`src/rtl/trap_pkg.sv`:
```
package trap_pkg;
   localparam int IE_B       = 0;
   localparam int PIE_B      = 1;
   localparam int SV_B       = 2;
   localparam int PSV_B      = 3;
   localparam int FPU_B      = 4;
   localparam int ACC_B      = 5;
   localparam int S64_B      = 6;
   localparam int U64_B      = 7;
   localparam int VM_B       = 8;
   localparam int PEND_SHIFT = 16;

   localparam logic [1:0] SEL_STATUS = 2'd0;
   localparam logic [1:0] SEL_EPC    = 2'd1;
   localparam logic [1:0] SEL_EVEC   = 2'd2;

   // bits of the low status field that a software write may set
   function automatic logic [PEND_SHIFT-1:0] wr_keep(bit has64, bit hasfpu, bit hasext);
      logic [PEND_SHIFT-1:0] k;
      k        = '0;
      k[IE_B]  = 1'b1;
      k[PIE_B] = 1'b1;
      k[SV_B]  = 1'b1;
      k[PSV_B] = 1'b1;
      k[VM_B]  = 1'b1;
      k[FPU_B] = hasfpu;
      k[ACC_B] = hasext;
      k[S64_B] = has64;
      k[U64_B] = has64;
      return k;
   endfunction

   function automatic logic [PEND_SHIFT-1:0] reset_base(bit has64);
      logic [PEND_SHIFT-1:0] r;
      r        = '0;
      r[SV_B]  = 1'b1;
      r[S64_B] = has64;
      return r;
   endfunction
endpackage

```
`src/rtl/trap_irq_arb.sv`:
```
module trap_irq_arb #(
   parameter int N     = 8,
   parameter int IDX_W = (N > 1) ? $clog2(N) : 1
) (
   input  logic             clk,
   input  logic             rst_n,
   input  logic [N-1:0]     pend_i,
   input  logic [N-1:0]     mask_i,
   input  logic             ie_i,
   output logic             valid_o,
   output logic [IDX_W-1:0] idx_o,
   output logic [N-1:0]     grant_o
);
   logic [N-1:0] req;

   always_comb begin
      req     = pend_i & mask_i;
      valid_o = ie_i && (|req);
      idx_o   = '0;
      for (int i = N - 1; i >= 0; i--) begin
         if (req[i]) idx_o = IDX_W'(i);
      end
      grant_o = '0;
      if (valid_o) grant_o[idx_o] = 1'b1;
   end

   AST_GRANT_ONEHOT: assert property (@(posedge clk) disable iff (!rst_n)
      $onehot0(grant_o));
   AST_LOWEST_WINS: assert property (@(posedge clk) disable iff (!rst_n)
      (grant_o != '0) |-> (((pend_i & mask_i) & (grant_o - N'(1))) == '0));
   AST_GATED_BY_MASK: assert property (@(posedge clk) disable iff (!rst_n)
      (grant_o != '0) |-> ((grant_o & ~(pend_i & mask_i)) == '0));
endmodule

```
`src/rtl/trap_status_reg.sv`:
```
module trap_status_reg import trap_pkg::*; #(
   parameter int N        = 8,
   parameter int HAS_RV64 = 1,
   parameter int HAS_FPU  = 0,
   parameter int HAS_EXT  = 0,
   localparam int SW      = PEND_SHIFT + 2 * N
) (
   input  logic                  clk,
   input  logic                  rst_n,
   input  logic [N-1:0]          irq_wr,
   input  logic [N-1:0]          irq_lvl,
   input  logic                  sw_we,
   input  logic [PEND_SHIFT-1:0] sw_base,
   input  logic [N-1:0]          sw_mask,
   input  logic                  trap_en,
   output logic [SW-1:0]         status_o
);
   localparam logic [PEND_SHIFT-1:0] KEEP =
      wr_keep(HAS_RV64 != 0, HAS_FPU != 0, HAS_EXT != 0);
   localparam logic [PEND_SHIFT-1:0] RST = reset_base(HAS_RV64 != 0);

   logic [PEND_SHIFT-1:0] base_q;
   logic [N-1:0]          pend_q;
   logic [N-1:0]          mask_q;

   always_ff @(posedge clk) begin
      if (!rst_n) begin
         base_q <= RST;
         mask_q <= '0;
      end else if (trap_en) begin
         base_q[PSV_B] <= base_q[SV_B];
         base_q[PIE_B] <= base_q[IE_B];
         base_q[SV_B]  <= 1'b1;
         base_q[IE_B]  <= 1'b0;
      end else if (sw_we) begin
         base_q <= sw_base & KEEP;
         mask_q <= sw_mask;
      end
   end

   for (genvar i = 0; i < N; i++) begin : g_pend
      always_ff @(posedge clk) begin
         if (!rst_n)         pend_q[i] <= 1'b0;
         else if (irq_wr[i]) pend_q[i] <= irq_lvl[i];
      end
   end

   assign status_o = {mask_q, pend_q, base_q};

   AST_PEND_HOLD: assert property (@(posedge clk) disable iff (!rst_n)
      (sw_we && (irq_wr == '0)) |=> (pend_q == $past(pend_q)));
   AST_TRAP_STACK: assert property (@(posedge clk) disable iff (!rst_n)
      trap_en |=> (base_q[SV_B] && !base_q[IE_B]
                   && base_q[PSV_B] == $past(base_q[SV_B])
                   && base_q[PIE_B] == $past(base_q[IE_B])));
   AST_OPT_BITS_ZERO: assert property (@(posedge clk) disable iff (!rst_n)
      (sw_we && !trap_en) |=> ((base_q & ~KEEP) == '0));
endmodule

```
`src/rtl/trap_ctl.sv`:
```
module trap_ctl import trap_pkg::*; #(
   parameter int              XLEN     = 64,
   parameter int              NUM_IRQ  = 8,
   parameter int              CODE_W   = 5,
   parameter logic [XLEN-1:0] RESET_PC = XLEN'(32'h2000),
   parameter int              HAS_RV64 = 1,
   parameter int              HAS_FPU  = 0,
   parameter int              HAS_EXT  = 0
) (
   input  logic                            clk,
   input  logic                            rst_n,
   input  logic [XLEN-1:0]                 cur_pc,
   input  logic                            exc_req,
   input  logic [CODE_W-1:0]               exc_code,
   input  logic [NUM_IRQ-1:0]              irq_wr,
   input  logic [NUM_IRQ-1:0]              irq_lvl,
   input  logic                            sw_we,
   input  logic [1:0]                      sw_sel,
   input  logic [XLEN-1:0]                 sw_wdata,
   output logic [PEND_SHIFT+2*NUM_IRQ-1:0] status_o,
   output logic [XLEN-1:0]                 epc_o,
   output logic [XLEN-1:0]                 cause_o,
   output logic [XLEN-1:0]                 pc_o,
   output logic                            redirect_o
);
   localparam int STAT_W     = PEND_SHIFT + 2 * NUM_IRQ;
   localparam int IDX_W      = (NUM_IRQ > 1) ? $clog2(NUM_IRQ) : 1;
   localparam int MASK_SHIFT = PEND_SHIFT + NUM_IRQ;

   initial begin
      assert (XLEN == 32 || XLEN == 64) else $error("XLEN must be 32 or 64");
      assert (XLEN == 64 || HAS_RV64 == 0) else $error("64-bit mode needs XLEN 64");
      assert (STAT_W <= 32) else $error("status word wider than 32 bits");
      assert (CODE_W >= IDX_W && CODE_W < 31) else $error("bad CODE_W");
      assert (NUM_IRQ >= 1) else $error("need at least one source");
   end

   logic             irq_valid;
   logic [IDX_W-1:0] irq_idx;
   logic [NUM_IRQ-1:0] irq_grant;
   logic             trap_take;
   logic             sw_status;
   logic [XLEN-1:0]  irq_cause;
   logic [XLEN-1:0]  cause_next;
   logic [XLEN-1:0]  evec_q;

   trap_irq_arb #(.N(NUM_IRQ), .IDX_W(IDX_W)) u_arb (
      .clk     (clk),
      .rst_n   (rst_n),
      .pend_i  (status_o[PEND_SHIFT +: NUM_IRQ]),
      .mask_i  (status_o[MASK_SHIFT +: NUM_IRQ]),
      .ie_i    (status_o[IE_B]),
      .valid_o (irq_valid),
      .idx_o   (irq_idx),
      .grant_o (irq_grant)
   );

   assign trap_take = exc_req || irq_valid;
   assign sw_status = sw_we && (sw_sel == SEL_STATUS);

   trap_status_reg #(
      .N(NUM_IRQ), .HAS_RV64(HAS_RV64), .HAS_FPU(HAS_FPU), .HAS_EXT(HAS_EXT)
   ) u_stat (
      .clk      (clk),
      .rst_n    (rst_n),
      .irq_wr   (irq_wr),
      .irq_lvl  (irq_lvl),
      .sw_we    (sw_status),
      .sw_base  (sw_wdata[PEND_SHIFT-1:0]),
      .sw_mask  (sw_wdata[MASK_SHIFT +: NUM_IRQ]),
      .trap_en  (trap_take),
      .status_o (status_o)
   );

   // flag position of an interrupt cause depends on datapath width and mode
   if (XLEN > 32) begin : g_wide
      always_comb begin
         irq_cause = XLEN'(irq_idx);
         if (status_o[S64_B]) irq_cause[XLEN-1] = 1'b1;
         else                 irq_cause[31]     = 1'b1;
      end
   end else begin : g_narrow
      always_comb begin
         irq_cause = XLEN'(irq_idx);
         irq_cause[XLEN-1] = 1'b1;
      end
   end

   assign cause_next = exc_req ? XLEN'(exc_code) : irq_cause;

   always_ff @(posedge clk) begin
      if (!rst_n) begin
         epc_o      <= '0;
         evec_q     <= '0;
         cause_o    <= '0;
         pc_o       <= RESET_PC;
         redirect_o <= 1'b0;
      end else begin
         redirect_o <= trap_take;
         if (trap_take) begin
            cause_o <= cause_next;
            epc_o   <= cur_pc;
            pc_o    <= evec_q;
         end else if (sw_we && sw_sel == SEL_EPC) begin
            epc_o <= sw_wdata;
         end
         if (sw_we && sw_sel == SEL_EVEC) evec_q <= sw_wdata;
      end
   end

   AST_EPC_SAVED: assert property (@(posedge clk) disable iff (!rst_n)
      redirect_o |-> (epc_o == $past(cur_pc)));
   AST_ONE_PULSE: assert property (@(posedge clk) disable iff (!rst_n)
      redirect_o |=> (!redirect_o || $past(exc_req)));
   AST_NO_SPURIOUS: assert property (@(posedge clk) disable iff (!rst_n)
      redirect_o |-> ($past(exc_req) || $past(irq_grant) != '0));
   AST_EXC_FIRST: assert property (@(posedge clk) disable iff (!rst_n)
      (redirect_o && $past(exc_req)) |-> (cause_o == XLEN'($past(exc_code))));
   AST_TRAP_SUPV: assert property (@(posedge clk) disable iff (!rst_n)
      redirect_o |-> (status_o[SV_B] && !status_o[IE_B]));
endmodule

```
`config.mk`:
```
export PLATFORM = sky130hd
export DESIGN_NAME = trap_ctl
export DESIGN_NICKNAME = d
export VERILOG_FILES = /design/src/rtl/trap_pkg.sv /design/src/rtl/trap_irq_arb.sv /design/src/rtl/trap_status_reg.sv /design/src/rtl/trap_ctl.sv
export SDC_FILE = /design/constraint.sdc
export NUM_CORES = 1
export LEC_CHECK = 0
export BUFFER_PORTS_ARGS = -buffer_cell sky130_fd_sc_hd__clkbuf_2
export CAP_MARGIN = 30
export CORE_ASPECT_RATIO = 1.25
export CORE_MARGIN = 3
export CORE_UTILIZATION = 43
export CTS_CLUSTER_DIAMETER = 50
export DETAILED_ROUTE_END_ITERATION = 16
export HOLD_SLACK_MARGIN = 0.02
export PLACE_DENSITY = 0.82
export SLEW_MARGIN = 20
export SYNTH_ARGS = -nofsm -noshare
export SYNTH_HDL_FRONTEND = slang
export SYNTH_SLANG_ARGS = --single-unit
```
`constraint.sdc`:
```
create_clock -name clk -period 1.55 [get_ports clk]
set_clock_uncertainty 0.15 [all_clocks]
set_input_delay 0.2325 -clock clk [delete_from_list [all_inputs] [get_ports clk]]
set_output_delay 0.2325 -clock clk [all_outputs]
set_load 0.05 [all_outputs]
```
==> metrics.txt <==
Fill cells 1,248; pin count of the biggest net entering global routing 50; number of buffers created by CTS 23; top cells by count, synth nand2_1 (270), dfxtp_1 (223), a21oi_1 (127); number of global-route vias before repair 9,624; Hold Path Depth 3; Netlist cell types 33; CP peak stage delay 0.35 ns; Die Y 168 microns; Via Count 10,100; Worst Path Required 1.78 ns; final hold vios 0; PD cells 995 mW/mm^2; fin util 0.753; Cell Area, Synth 0.00900 sq mm; # IOs 380; count leader, synth nand2_1; R2R depth 6; Synth area leaders dfxtp_1 (50%), nand2_1 (11%), mux2i_1 (8.5%), a21oi_1 (7.1%), buf_4 (5.9%); CTS tree yes; gr ovfl total 0; Clock power frac 0.354; min Tclk post-route 1.94 ns; crit-path cells a221oi_4 -> a41o_4 -> buf_12 -> clkbuf_16 -> nor2_2 -> a211oi_1; Clock Tree Buf Depth 3; CTS Sinks 223; final setup fails 153; TNS Setup -40.51 ns; DR WL/cell 21.2 microns; Gate power share 0.241; sequential fraction of the synthesis area 0.496; WP buf/inv 2; DRC errors left 0; DP HPWL 19,900 microns; worst hold slack 0.0374 ns; Crit path max-delay family compound AO/OA/AOI/OAI gates; clock root buffer master clkbuf_16; Inst Count DP 1,609; final setup margin -0.393 ns; Final #Nets 1,712; Yosys top cell area share 0.496; core box area 0.0203 sq mm; antenna violations before repair 7; fin. max-slew vios 0; arrival time worst endpoint 2.17 ns; Net Sw Power 4.78 mW; maximum VDD drop 699 uV; die area 0.0227 sq mm; crit end category flip-flop; Total Wirelength 39,100 microns; crit path kind reg2reg; IO Port Bufs 313; flip-flop and latch count after synthesis 223; critical path's slowest cell dfxtp_4; cell taking the most area after synthesis dfxtp_1; layout cells sized above 1 0.408; row count 58; synthesized area per cell 8.57 sq um; Hold WC Path Type in2reg; Initial Util 0.443; area grow syn2layout 70.1%; clk slew on worst S/H paths 0.07 ns; Peak Freq 515 MHz; leak pwr 7.01 nW; final instance area 0.0153 sq mm; synth warn 0; Tcrit/Tclk final 1.25; Detail Route Antenna Nets 0; Synth Instances 1,050; sequential cell fraction of total power 0.405; Placed Area 0.0111 sq mm; drt first-iter violations 719; CP Depth 6; First-pass DRT Iterations 6; Sw Ratio 0.314; Primary FF master, synth dfxtp_1; fin cells 1,848; setup slack, reg-to-reg -0.39 ns; max cap viols 0; Post-synth ARST share 0; Die W 135 microns; RD Place Congestion 0.832; number of synthesized flops with an enable pin 0; Int Power 10.4 mW; CP startpoint kind flip-flop; status finished with violations; gr usage total 0.283; first-pass GRT wire length 51,700 microns; CP Max Fanout 8; pre-CTS setup slack -0.347 ns; vias per cell 5.45; Worst-Skew Late Latency 0.50 ns; Tot Pwr 15.2 mW; failing checks negative setup slack; htree depth 1; RSZ-0062 raised after global routing yes
worst paths after layout:
kind | to | start
max reg2reg | epc_o[30]$_SDFFE_PN0P_ | u_stat.mask_q[0]$_SDFFE_PN0P_
min reg2reg | pc_o[9]$_SDFFE_PN0N_ | pc_o[9]$_SDFFE_PN0N_
min | u_stat.status_o[16]$_SDFFE_PN0P_ | rst_n
max | epc_o[30]$_SDFFE_PN0P_ | u_stat.mask_q[0]$_SDFFE_PN0P_
flip-flops by register name (all words and copies together), names as in the netlist:
signal,count
u_stat.mask_q,8
epc_o,64
redirect_o,1
u_stat.status_o,8
u_stat.base_q,7
cause_o,7
evec_q,64
pc_o,64
cells by family (layout without fill, tap and decap cells):
kind of cell	Yosys count	count (layout)	share of synthesized area
AND/OR/NAND/NOR	375	375	0.164
AO/OA/AOI/OAI	225	225	0.153
flip-flops	223	223	0.496
buffers and inverters	150	606	0.102
multiplexers	76	76	0.0846
other	1	73	0.000417
what timing repair did:
action	in CTS	in global routing
hold buffers	154	0
setup buffers	3	15
setup endpoints to repair	177	212
cloned	4	22
pin swaps	1	82
gates resized for setup	61	316
hold endpoints to repair	157	0
power by group through the flow:
| stage | Sequential, mW | Combinational, mW | Clock [mW] |
|---|---|---|---|
| final | 6.17 | 3.67 | 5.39 |
| after CTS | 6.13 | 3.04 | 5.43 |
| after global routing | 6.19 | 3.80 | 5.65 |
| after floorplan | 6.95 | 1.20 | 0 |
| after detailed placement | 6.25 | 2.58 | 0 |
| after global placement | 6.24 | 2.55 | 0 |
layout make-up:
class | instances | area [sq um] | area share
diodes | 7 | 17.5 | 0.00115
clock buffers | 31 | 647 | 0.0423
clock inverters | 8 | 76.3 | 0.00499
inverters | 2 | 12.5 | 0.000818
multi-input cells | 742 | 4700 | 0.307
flip-flops and latches | 223 | 4520 | 0.296
well taps | 270 | 338 | 0.0221
repair buffers | 565 | 4980 | 0.326
layout by cell type (no fill, tap or decap), types with 6 or more instances in the layout:
cell and instances:
a211oi_1 19, a211oi_2 48, a21oi_1 94, a21oi_2 32, buf_12 23, buf_16 6
buf_2 30, buf_4 29, buf_6 28, buf_8 6, clkbuf_16 52, clkbuf_2 246
clkbuf_4 15, conb_1 66, dfxtp_1 207, dfxtp_4 16, diode_2 7, dlygate4sd3_1 154
mux2i_1 76, nand2_1 224, nand2_2 19, nand2_4 27, nand4_1 11, nor2_1 53
nor2_2 22, o21ai_2 9
metal layers:
layer,vias up,share of wire,GRT usage,routed length (microns)
met5,-,0,0,0
met4,0,0.065,0.142,2530
met3,185,0.080,0.0637,3120
met2,672,0.50,0.505,19400
met1,4757,0.36,0.312,14100
li1,4456,-,-,-
tightest hold or removal path: stages:
cell and delay [ns]:
clkbuf_2 0.13, inv_6 0.13, nor2_1 0.15
No activity file was read; power rests on OpenSTA's default activity.
